$ cat src/rtl/shrot_pkg.sv
package shrot_pkg;

  typedef enum logic [1:0] {
    OP_SHL = 2'b00,
    OP_SHR = 2'b01,
    OP_ROL = 2'b10,
    OP_ROR = 2'b11
  } shrot_op_e;

  // Direction in which bits travel: towards the MSB for left operations.
  function automatic logic op_is_left(input shrot_op_e op);
    return (op == OP_SHL) || (op == OP_ROL);
  endfunction

  // Logical shifts discard bits and fill with zero; rotates keep all bits.
  function automatic logic op_is_shift(input shrot_op_e op);
    return (op == OP_SHL) || (op == OP_SHR);
  endfunction

endpackage

$ cat src/rtl/shrot_rotator.sv
// Logarithmic left-rotate network: one stage per bit of the amount.
module shrot_rotator #(
  parameter int DATA_W = 8,
  localparam int CNT_W = $clog2(DATA_W)
) (
  input  logic [DATA_W-1:0] data_i,
  input  logic [CNT_W-1:0]  amt_i,
  output logic [DATA_W-1:0] data_o
);

  logic [CNT_W:0][DATA_W-1:0] stage;

  assign stage[0] = data_i;

  for (genvar k = 0; k < CNT_W; k++) begin : g_stage
    localparam int DIST = 1 << k;
    logic [DATA_W-1:0] moved;
    assign moved = {stage[k][DATA_W-1-DIST:0], stage[k][DATA_W-1:DATA_W-DIST]};
    assign stage[k+1] = amt_i[k] ? moved : stage[k];
  end

  assign data_o = stage[CNT_W];

endmodule

$ cat src/rtl/shrot_fill_mask.sv
// Marks which rotated bits survive; vacated positions of a shift are cleared.
module shrot_fill_mask #(
  parameter int DATA_W = 8,
  localparam int CNT_W = $clog2(DATA_W)
) (
  input  shrot_pkg::shrot_op_e op_i,
  input  logic [CNT_W-1:0]     count_i,
  output logic [DATA_W-1:0]    keep_o
);

  import shrot_pkg::*;

  for (genvar i = 0; i < DATA_W; i++) begin : g_bit
    logic keep_left;
    logic keep_right;
    // Left shift: position i holds real data once i >= count.
    assign keep_left  = (count_i <= CNT_W'(i));
    // Right shift: position i holds real data while count < DATA_W - i.
    assign keep_right = ({1'b0, count_i} < (CNT_W+1)'(DATA_W - i));

    always_comb begin
      unique case (op_i)
        OP_SHL:  keep_o[i] = keep_left;
        OP_SHR:  keep_o[i] = keep_right;
        default: keep_o[i] = 1'b1;
      endcase
    end
  end

endmodule

$ cat src/rtl/shrot_flags.sv
// Next zero and carry flag values.
module shrot_flags #(
  parameter int DATA_W = 8,
  localparam int CNT_W = $clog2(DATA_W)
) (
  input  logic [DATA_W-1:0] result_i,
  input  logic [DATA_W-1:0] rotated_i,
  input  logic [CNT_W-1:0]  count_i,
  input  logic              left_i,
  output logic              zero_o,
  output logic              carry_o
);

  // After a left move by n the last escaping bit lands at position 0 of the
  // rotated word; after a right move it lands at the top position.
  logic edge_bit;

  assign edge_bit = left_i ? rotated_i[0] : rotated_i[DATA_W-1];
  assign carry_o  = (count_i != '0) && edge_bit;
  assign zero_o   = ~|result_i;

endmodule

$ cat src/rtl/shrot_unit.sv
module shrot_unit #(
  parameter int DATA_W = 8,
  localparam int CNT_W = $clog2(DATA_W)
) (
  input  logic [DATA_W-1:0] opnd_i,
  input  logic [1:0]        func_i,
  input  logic [CNT_W-1:0]  count_i,
  output logic [DATA_W-1:0] result_o,
  output logic              zero_o,
  output logic              carry_o
);

  import shrot_pkg::*;

  shrot_op_e         op;
  logic              left;
  logic [CNT_W-1:0]  rot_amt;
  logic [DATA_W-1:0] rot_w;
  logic [DATA_W-1:0] keep_w;

  assign op   = shrot_op_e'(func_i);
  assign left = op_is_left(op);

  // Right moves by n are left rotations by (DATA_W - n) mod DATA_W.
  assign rot_amt = left ? count_i : (~count_i + CNT_W'(1));

  shrot_rotator #(.DATA_W(DATA_W)) u_rot (
    .data_i (opnd_i),
    .amt_i  (rot_amt),
    .data_o (rot_w)
  );

  shrot_fill_mask #(.DATA_W(DATA_W)) u_mask (
    .op_i    (op),
    .count_i (count_i),
    .keep_o  (keep_w)
  );

  assign result_o = rot_w & keep_w;

  shrot_flags #(.DATA_W(DATA_W)) u_flags (
    .result_i  (result_o),
    .rotated_i (rot_w),
    .count_i   (count_i),
    .left_i    (left),
    .zero_o    (zero_o),
    .carry_o   (carry_o)
  );

endmodule

$ cat config.mk
export PLATFORM = sky130hd
export DESIGN_NAME = shrot_unit
export DESIGN_NICKNAME = d
export VERILOG_FILES = /design/src/rtl/shrot_pkg.sv /design/src/rtl/shrot_rotator.sv /design/src/rtl/shrot_fill_mask.sv /design/src/rtl/shrot_flags.sv /design/src/rtl/shrot_unit.sv
export SDC_FILE = /design/constraint.sdc
export NUM_CORES = 1
export LEC_CHECK = 0
export ABC_AREA = 1
export BUFFER_PORTS_ARGS = -buffer_cell sky130_fd_sc_hd__buf_2
export CAP_MARGIN = 20
export CORE_MARGIN = 4
export CORE_UTILIZATION = 50
export DETAILED_ROUTE_END_ITERATION = 8
export PLACE_DENSITY_LB_ADDON = 0.05
export REMOVE_ABC_BUFFERS = 1
export SYNTH_ARGS = -nofsm -noshare
export SYNTH_HDL_FRONTEND = slang
export SYNTH_SLANG_ARGS = --single-unit
$ cat constraint.sdc
create_clock -name vclk -period 3
set_input_delay 0.6 -clock vclk [all_inputs]
set_output_delay 0.6 -clock vclk [all_outputs]
set_load 0.02 [all_outputs]
==> Flow_metrics.wiki, run 1 <==
{| class="wikitable"
! Metric !! Value
|-
| Cell variety after synth || 17
|-
| Initial antenna violation count || 0
|-
| Power density over the cells || roughly 230 mW/mm^2
|-
| Top cells by area, synth || sky130_fd_sc_hd__nand2_1, sky130_fd_sc_hd__nand3_1, sky130_fd_sc_hd__inv_1
|-
| Largest stage delay, worst path || 0.27 ns
|-
| Commonest non-fill, non-tap cell in the layout || sky130_fd_sc_hd__nand2_1
|-
| Most repeated library cell on the critical path || sky130_fd_sc_hd__nand2_1
|-
| Classification of the worst-slack hold path || input pin to primary output
|-
| Via count of the first global-routing pass || around 750
|-
| Critical path endpoint category || primary output
|-
| Final hold violation count || 0
|-
| Half-perimeter wire length after placement || approximately 1500 um
|-
| Number of nets with antenna violations after routing || 0
|-
| Cell type with the largest total area after synthesis || sky130_fd_sc_hd__nand2_1
|-
| Final worst setup slack || between 0.15 and 0.2 ns
|-
| Power, Total || roughly 190 uW
|-
| Site row count || 12
|-
| Status || finished, final reports clean
|-
| Max_slew headroom || 0.8020
|-
| Clock buf count || 0
|-
| Count of buffer and inverter cells on the critical path || 5
|-
| Routed Wire Length || 1784 um
|-
| Req. time, crit path || between 2 and 2.5 ns
|-
| Actual slew at the worst max-slew pin || between 0.2 and 0.3 ns
|-
| Leakage power total || around 0.54 nW
|-
| Portion of the clock cycle consumed by the worst path in the final layout || 0.9369
|-
| Initial Utilization || 0.5643
|-
| Data arrival time at the worst-slack endpoint || 2.21 ns
|-
| Worst supply voltage drop on vdd || ~0.12 mV
|-
| Number of buffers added on ports || 23
|-
| Family of cells with the greatest summed delay on the critical path || buffers and inverters
|-
| Path type of the worst setup path || input pin to primary output
|-
| Total via count after detailed routing || 951
|-
| Sequential element share of the synthesized area || 0
|-
| Startpoint type of the worst setup path || input pin
|-
| Final #Nets || between 150 and 200
|-
| Number of synthesis warnings || 0
|-
| Overall die width || approximately 45 um
|-
| Final core occ || 0.6751
|-
| Drt wl/cell || 9.856 um
|-
| Number of top-level design ports || 23
|-
| Chain of cells forming the critical path || buf_2 -> inv_2 -> ha_1 -> ha_1 -> nand2_1 -> o21ai_4 -> inv_4 -> nand3_1 -> nand3b_1 -> nand2_1 -> inv_1 -> nand2_1 -> nor2_1 -> buf_4
|-
| Antenna diodes || 0
|-
| Highest-count cells in the layout ignoring fill and taps || sky130_fd_sc_hd__nand2_1, sky130_fd_sc_hd__nand3_1, sky130_fd_sc_hd__buf_2
|-
| Area added between synthesis and finish || 19.63%
|-
| Iter 0 DRT Violations || 20
|-
| Pre-antenna DRT Iters || 4
|-
| Final min period || ~2.8 ns
|-
| Number of sequential cells || 0
|-
| Number of slew-limit violations in the final report || 0
|-
| Instance count of the mapped netlist || between 100 and 150
|-
| Standard cell core area || ~0.0012 mm^2
|-
| Area post-placement || approximately 800 um^2
|-
| Setup repair after global routing missed its margin || false
|-
| Number of max-cap violations || 0
|-
| Total area of sequential cells || 0 um^2
|-
| Design Area, Final || 800.8 um^2
|-
| DIE HEIGHT || roughly 45 um
|-
| Ratio of cells with drive above 1 in the final layout || 0.2096
|-
| Post-route DRC || 0
|-
| Sum of negative setup slack || 0 ns
|-
| Mean number of vias per cell || between 5 and 6
|-
| Pin count of the biggest net entering global routing || 12
|-
| Slowest cell on the critical path || sky130_fd_sc_hd__ha_1
|-
| Mean instance size in the synthesized netlist || around 4.6 um^2
|-
| Global Route Usage Sum || 0.1867
|-
| Fmax || between 300 and 400 MHz
|-
| Wire length of the first global-routing pass || just under 3000 um
|-
| Filler Cell Count || 128
|-
| Highest fanout seen on the critical path || 9
|-
| Weighted congestion at the end of routability-driven global placement || ~0.9
|-
| Area fraction of the dominant cell type after synthesis || 0.3869
|-
| # setup viols final || 0
|-
| Post-Syn Area || between 600 and 700 um^2
|-
| Die outline area || slightly below 0.002 mm^2
|-
| Worst setup timing slack at the placement stage || about 0.16 ns
|-
| Global route total overflow || 0
|}
-- cell usage after synthesis --
| cell | n |
|---|---|
| sky130_fd_sc_hd__nand3_1 | 23 |
| sky130_fd_sc_hd__nand2_1 | 69 |
| sky130_fd_sc_hd__nand3_2 | 1 |
| sky130_fd_sc_hd__o21ai_0 | 1 |
| sky130_fd_sc_hd__buf_2 | 2 |
| sky130_fd_sc_hd__nor2_2 | 1 |
| sky130_fd_sc_hd__buf_6 | 1 |
| sky130_fd_sc_hd__nor2_4 | 1 |
| sky130_fd_sc_hd__inv_1 | 20 |
| sky130_fd_sc_hd__ha_1 | 4 |
| sky130_fd_sc_hd__nand3b_1 | 3 |
| sky130_fd_sc_hd__nor2_1 | 8 |
| sky130_fd_sc_hd__a21oi_1 | 3 |
| sky130_fd_sc_hd__o21ai_4 | 1 |
| sky130_fd_sc_hd__nor3_1 | 1 |
| sky130_fd_sc_hd__inv_2 | 4 |
| sky130_fd_sc_hd__nand2_2 | 2 |
-- tightest hold or removal path, cell delays in order --
cell and delay, ns:
sky130_fd_sc_hd__buf_2 0.17, sky130_fd_sc_hd__a21oi_1 0.15, sky130_fd_sc_hd__nor3_1 0.07, sky130_fd_sc_hd__buf_2 0.15
-- where the power goes --
group | internal, mW | leakage, nW | switching (mW)
Sequential | 0 | 0 | 0
Combinational | 0.0646 | 0.541 | 0.122
Clock | 0 | 0 | 0
Total | 0.0646 | 0.541 | 0.122
-- what timing repair did --
item,4_1_cts,5_1_grt
buffers inserted,0,0
gates resized for setup,0,2
endpoints found under the setup margin,0,1
hold buffers,0,0
endpoints found under the hold margin,0,0
-- per-stage QoR --
step | hold slack [ns] | cells
floorplan | 1.407 | 142
global placement | 1.729 | 181
detailed placement | 1.730 | 181
CTS | 1.732 | 181
global route | 1.786 | 181
finish | 1.738 | 181
-- kinds of logic (layout without fill, tap and decap cells) --
family,after synthesis,after routing,share of synthesized area
compound gates,5,5,0.05420
fa+ha+maj,4,4,0.07477
simple gates,109,109,0.7047
buf+inv,27,49,0.1663
-- layer usage --
layer / GRT usage / vias to the layer above / routed length, um
met5: 0 / - / 0
met4: 0.03012 / 0 / 28
met3: 0 / 6 / 128
met2: 0.3066 / 40 / 838
met1: 0.2729 / 413 / 789
li1: - / 492 / -
-- layout make-up --
type | count | area [um^2] | area share
Inverter | 24 | 92.59 | 0.1156
Multi-Input combinational cell | 118 | 558.0 | 0.6969
Tap cell | 14 | 17.52 | 0.02188
Timing Repair Buffer | 25 | 132.6 | 0.1656
-- worst paths after layout --
check	cells after the start	endpoint	from	slack, ns
setup / recovery	14	zero_o	count_i[1]	0.19
hold / removal	4	carry_o	func_i[0]	1.74
No activity file was read; power rests on OpenSTA's default activity.
==> run 2: changes to the inputs <==
--- a/config.mk
+++ b/config.mk
@@ -8,11 +8,12 @@
 export ABC_AREA = 1
 export BUFFER_PORTS_ARGS = -buffer_cell sky130_fd_sc_hd__buf_2
 export CAP_MARGIN = 20
+export CELL_PAD_IN_SITES_DETAIL_PLACEMENT = 1
+export CELL_PAD_IN_SITES_GLOBAL_PLACEMENT = 1
 export CORE_MARGIN = 4
-export CORE_UTILIZATION = 50
+export CORE_UTILIZATION = 30
 export DETAILED_ROUTE_END_ITERATION = 8
 export PLACE_DENSITY_LB_ADDON = 0.05
-export REMOVE_ABC_BUFFERS = 1
 export SYNTH_ARGS = -nofsm -noshare
 export SYNTH_HDL_FRONTEND = slang
 export SYNTH_SLANG_ARGS = --single-unit
==> run 2 against run 1 <==
Compared with the run above:
- maximum frequency is 0.67% higher
- non-clock buffer count is 1 higher
- worst setup slack better by 0.019 ns
- cell area is 5.3% higher
- die area is 53% higher
- largest cell class unchanged
- largest power group unchanged
==> Flow_metrics.wiki, run 2 (same netlist as run 1, synthesis figures left out) <==
{| class="wikitable"
! Metric !! Value
|-
| Data arrival time at the worst-slack endpoint || between 2 and 2.5 ns
|-
| Overall die width || approximately 55 um
|-
| Pin count of the biggest net entering global routing || 12
|-
| Portion of the clock cycle consumed by the worst path in the final layout || 0.9306
|-
| Global route total overflow || 0
|-
| Final min period || between 2 and 3 ns
|-
| CP startpoint || count_i[1]
|-
| Placed Instances || a little under 200
|-
| CTS hold repair buffers || 0
|-
| Area post-placement || 812.0 um^2
|-
| Status || finished, final reports clean
|-
| Pre-antenna DRT Iters || 4
|-
| Leakage power total || ~0.55 nW
|-
| Global Route Usage Sum || 0.1510
|-
| Hold Path Origin || func_i[0]
|-
| Area added between synthesis and finish || 25.98%
|-
| Fmax || approximately 360 MHz
|-
| Post-route DRC || 0
|-
| Die outline area || between 0.003 and 0.004 mm^2
|-
| Half-perimeter wire length after placement || roughly 2000 um
|-
| Iter 0 DRT Violations || 12
|-
| DIE HEIGHT || about 55 um
|-
| Req. time, crit path || 2.40 ns
|-
| Mean number of vias per cell || ~4.7
|-
| Wire length of the first global-routing pass || 3946 um
|-
| Site row count || 16
|-
| Total area of sequential cells || 0 um^2
|-
| Highest fanout seen on the critical path || 8
|-
| Worst supply voltage drop on vdd || 0.08525 mV
|-
| Commonest non-fill, non-tap cell in the layout || sky130_fd_sc_hd__nand2_1
|-
| Number of slew-limit violations in the final report || 0
|-
| Startpoint type of the worst setup path || input pin
|-
| Final #Nets || 188
|-
| Filler Cell Count || around 320
|-
| Final hold violation count || 0
|-
| Weighted congestion at the end of routability-driven global placement || 0.8356
|-
| Number of nets with antenna violations after routing || 0
|-
| Initial antenna violation count || 0
|-
| Ratio of cells with drive above 1 in the final layout || 0.2308
|-
| Actual slew at the worst max-slew pin || between 0.2 and 0.3 ns
|-
| Via count of the first global-routing pass || roughly 930
|-
| Clock buf count || 0
|-
| Power density over the cells || between 200 and 250 mW/mm^2
|-
| Highest-count cells in the layout ignoring fill and taps || sky130_fd_sc_hd__nand2_1, sky130_fd_sc_hd__nand3_1, sky130_fd_sc_hd__buf_2
|-
| Number of sequential cells || 0
|-
| Initial Utilization || 0.3278
|-
| Total via count after detailed routing || slightly above 900
|-
| Number of max-cap violations || 0
|-
| Routed Wire Length || 2358 um
|-
| Classification of the worst-slack hold path || input pin to primary output
|-
| Max_slew headroom || 0.8190
|-
| Number of top-level design ports || 23
|-
| Drt wl/cell || approximately 12 um
|-
| # setup viols final || 0
|-
| Design Area, Final || between 800 and 900 um^2
|-
| Total nets after synthesis || around 160
|-
| Standard cell core area || slightly above 0.002 mm^2
|-
| Count of non-filler cells in the finished layout || 196
|-
| Antenna diodes || 0
|-
| Path type of the worst setup path || input pin to primary output
|-
| Critical path endpoint category || primary output
|-
| Number of buffers added on ports || 23
|}
==> run 2: cell types whose count changed in the layout (fill, tap and decap cells not counted), sizes merged <==
cell    change
clkbuf      +1
o21ai       +1
==> run 2: stage by stage <==
step                hold slack [ns]    util  setup TNS (ns)  total power [mW]  setup slack (ns)
finish                        1.748  0.4130               0            0.1990            0.2081
global route                  1.786  0.4130       -0.005253            0.2253         -0.005253
CTS                           1.734  0.3977               0            0.1909            0.1268
detailed placement            1.733  0.3977               0            0.1904            0.1291
global placement              1.746  0.3977               0            0.1865            0.1878
floorplan                     1.490       -               0            0.1331            0.2004
==> run 2: final cells by class <==
cell class                 count  area, um^2  share of cell area
tap                           27       33.78             0.04006
multi-input combinational    119       574.3              0.6810
inverter                      24       92.59              0.1098
timing repair buffer          26       142.6              0.1691
==> run 2: power by group <==
| part | switching (mW) | total (mW) | internal (mW) |
|---|---|---|---|
| sequential | 0 | 0 | 0 |
| clock | 0 | 0 | 0 |
| combinational | 0.130 | 0.199 | 0.0691 |
| total | 0.130 | 0.199 | 0.0691 |
==> run 2: path summary, 6_finish.rpt <==
kind,endpoint,slack (ns),cells past startpoint
hold / removal,carry_o,1.75,4
setup / recovery,zero_o,0.21,14
==> run 2: critical path, cell delays in order <==
cell	delay (ns)
sky130_fd_sc_hd__clkbuf_4	0.15
sky130_fd_sc_hd__inv_2	0.06
sky130_fd_sc_hd__ha_1	0.19
sky130_fd_sc_hd__ha_1	0.29
sky130_fd_sc_hd__nand2_2	0.11
sky130_fd_sc_hd__o21ai_4	0.10
sky130_fd_sc_hd__inv_4	0.11
sky130_fd_sc_hd__nand3_1	0.11
sky130_fd_sc_hd__nand3_1	0.11
sky130_fd_sc_hd__nand2_1	0.06
sky130_fd_sc_hd__inv_1	0.05
sky130_fd_sc_hd__nand2_1	0.04
sky130_fd_sc_hd__nor2_1	0.08
sky130_fd_sc_hd__buf_4	0.14
==> run 2: routing by layer <==
| layer | wire, um | GRT usage |
|---|---|---|
| met4 | 31 | 0.02083 |
| met1 | 1048 | 0.1831 |
| met5 | 0 | 0 |
| met3 | 74 | 0.01632 |
| met2 | 1204 | 0.2872 |
==> run 2: repair_timing <==
action | CTS | global route
hold endpoints to repair | 0 | 0
endpoints found under the setup margin | 0 | 1
gates resized for setup | 0 | 5
setup buffers | 0 | 1
==> run 3: changes to the inputs <==
==> constraint.sdc (replaced) <==
create_clock -name vclk -period 2.7
set_input_delay 0.54 -clock vclk [all_inputs]
set_output_delay 0.54 -clock vclk [all_outputs]
set_load 0.02 [all_outputs]
==> run 3 against run 2 <==
Compared with the run above:
- cell count rose by 1.5%
- sequential share of layout area is the same
- largest cell class unchanged
- clock-buffer cell count did not move
- critical path depth unchanged
==> Flow_metrics.wiki, run 3 (same netlist as run 1, synthesis figures left out) <==
{| class="wikitable"
! Metric !! Value
|-
| Overall die width || approximately 55 um
|-
| Count of non-filler cells in the finished layout || approximately 200
|-
| Weighted congestion at the end of routability-driven global placement || between 0.8 and 0.9
|-
| Ratio of cells with drive above 1 in the final layout || 0.2733
|-
| Family of cells with the greatest summed delay on the critical path || buffers and inverters
|-
| Power density over the cells || about 260 mW/mm^2
|-
| Site row count || 16
|-
| Via count of the first global-routing pass || around 940
|-
| Portion of the clock cycle consumed by the worst path in the final layout || 0.9252
|-
| Area added between synthesis and finish || 34.21%
|-
| Mean number of vias per cell || approximately 4.7
|-
| Status || finished, final reports clean
|-
| Actual slew at the worst max-slew pin || about 0.27 ns
|-
| Global Route Usage Sum || 0.1582
|-
| Number of nets with antenna violations after routing || 0
|-
| Highest fanout seen on the critical path || 8
|-
| Initial antenna violation count || 0
|-
| Classification of the worst-slack hold path || input pin to primary output
|-
| Iter 0 DRT Violations || 7
|-
| Number of slew-limit violations in the final report || 0
|-
| Path type of the worst setup path || input pin to primary output
|-
| Count of buffer and inverter cells on the critical path || 5
|-
| DRT met1 WL || around 1100 um
|-
| Die outline area || between 0.003 and 0.004 mm^2
|-
| Number of top-level design ports || 23
|-
| Final core occ || 0.4400
|-
| Global route total overflow || 0
|-
| Setup repair after global routing missed its margin || false
|-
| Req. time, crit path || about 2.2 ns
|-
| Drt wl/cell || 12.27 um
|-
| Wire length of the first global-routing pass || about 4200 um
|-
| Total via count after detailed routing || between 900 and 1000
|-
| Chain of cells forming the critical path || buf_2 -> inv_2 -> ha_4 -> ha_4 -> nand2_2 -> o21ai_4 -> inv_4 -> nand3_1 -> nand3_1 -> nand2_1 -> inv_1 -> nand2_1 -> nor2_1 -> buf_4
|-
| Data arrival time at the worst-slack endpoint || slightly below 2 ns
|-
| Standard cell core area || between 0.002 and 0.0025 mm^2
|-
| Critical path endpoint category || primary output
|-
| Tightest hold margin || roughly 1.6 ns
|-
| # setup viols final || 0
|-
| Routed Wire Length || about 2400 um
|-
| Fmax || 400.3 MHz
|-
| Highest Signal Layer || met4
|-
| Total nets after synthesis || 162
|-
| Post-route DRC || 0
|-
| Highest-count cells in the layout ignoring fill and taps || sky130_fd_sc_hd__nand2_1, sky130_fd_sc_hd__buf_2, sky130_fd_sc_hd__nand3_1
|-
| Number of max-cap violations || 0
|-
| DIE HEIGHT || roughly 55 um
|-
| Initial Utilization || 0.3278
|-
| Routed wire length on met3 || 53 um
|-
| Slowest cell on the critical path || sky130_fd_sc_hd__ha_4
|-
| Clock buf count || 0
|-
| Final #Nets || 191
|-
| Number of sequential cells || 0
|-
| Placed Instances || slightly below 200
|-
| Worst supply voltage drop on vdd || between 0.1 and 0.15 mV
|-
| Pin count of the biggest net entering global routing || 12
|-
| Pre-antenna DRT Iters || 4
|-
| Max_slew headroom || 0.8206
|-
| Final hold violation count || 0
|-
| CTS hold repair buffers || 0
|-
| Leakage power total || around 0.57 nW
|-
| Number of buffers added on ports || 23
|-
| Largest stage delay, worst path || approximately 0.19 ns
|-
| Total area of sequential cells || 0 um^2
|-
| Half-perimeter wire length after placement || about 2100 um
|-
| Antenna diodes || 0
|-
| Final min period || between 2 and 2.5 ns
|-
| Commonest non-fill, non-tap cell in the layout || sky130_fd_sc_hd__nand2_1
|-
| Routed wl met2 || around 1200 um
|-
| Startpoint type of the worst setup path || input pin
|}
## run 3: changes by cell type in the layout (fill, tap and decap cells not counted), sizes merged
cell | before | now
buf | 25 | 29
clkbuf | 1 | 0
## run 3: power breakdown
| part | internal (mW) | switching [mW] | total, mW |
|---|---|---|---|
| logic | 0.0808 | 0.148 | 0.229 |
| registers | 0 | 0 | 0 |
| clock network | 0 | 0 | 0 |
| total | 0.0808 | 0.148 | 0.229 |
## run 3: final timing paths
path                       start  slack [ns]  cells after the start      end
worst min-delay path  count_i[2]        1.60                      5  carry_o
worst max-delay path  count_i[1]        0.20                     14   zero_o
## run 3: layout make-up
cell class / instances / area (um^2)
Fill cell: 334 / 1144
Inverter: 24 / 92.59
Multi-Input combinational cell: 119 / 609.3
Tap cell: 27 / 33.78
Timing Repair Buffer: 29 / 162.7
## run 3: per-stage QoR
stage	area [um^2]	power [mW]	TNS, ns	setup slack (ns)
5_1_grt	898.4	0.2589	0	0.01292
3_3_place_gp	842.1	0.2150	0	0.03544
3_5_place_dp	842.1	0.2187	-0.02644	-0.02644
4_1_cts	844.6	0.2202	0	0.001984
6_report	898.4	0.2292	0	0.2019
2_1_floorplan	669.4	0.1479	0	0.02040
## run 3: worst min-delay path: cells and delay by family
| family | cells | cell delay [ns] |
|---|---|---|
| buf+inv | 3 | 0.34 |
| simple gates | 1 | 0.04 |
| fa+ha+maj | 1 | 0.14 |
## run 3: routing by layer
metal  vias to the layer above  track usage
li1                        504            -
met1                       426       0.2025
met2                        13       0.3024
met3                         2     0.004662
met4                         0      0.01042
met5                         -            0
## run 3: what timing repair did
item / in CTS / in global routing
endpoints found under the setup margin: 1 / 2
buffers inserted: 0 / 0
resized for setup: 1 / 9
pin swaps: 0 / 4
cloned: 0 / 1
hold endpoints to repair: 0 / 0
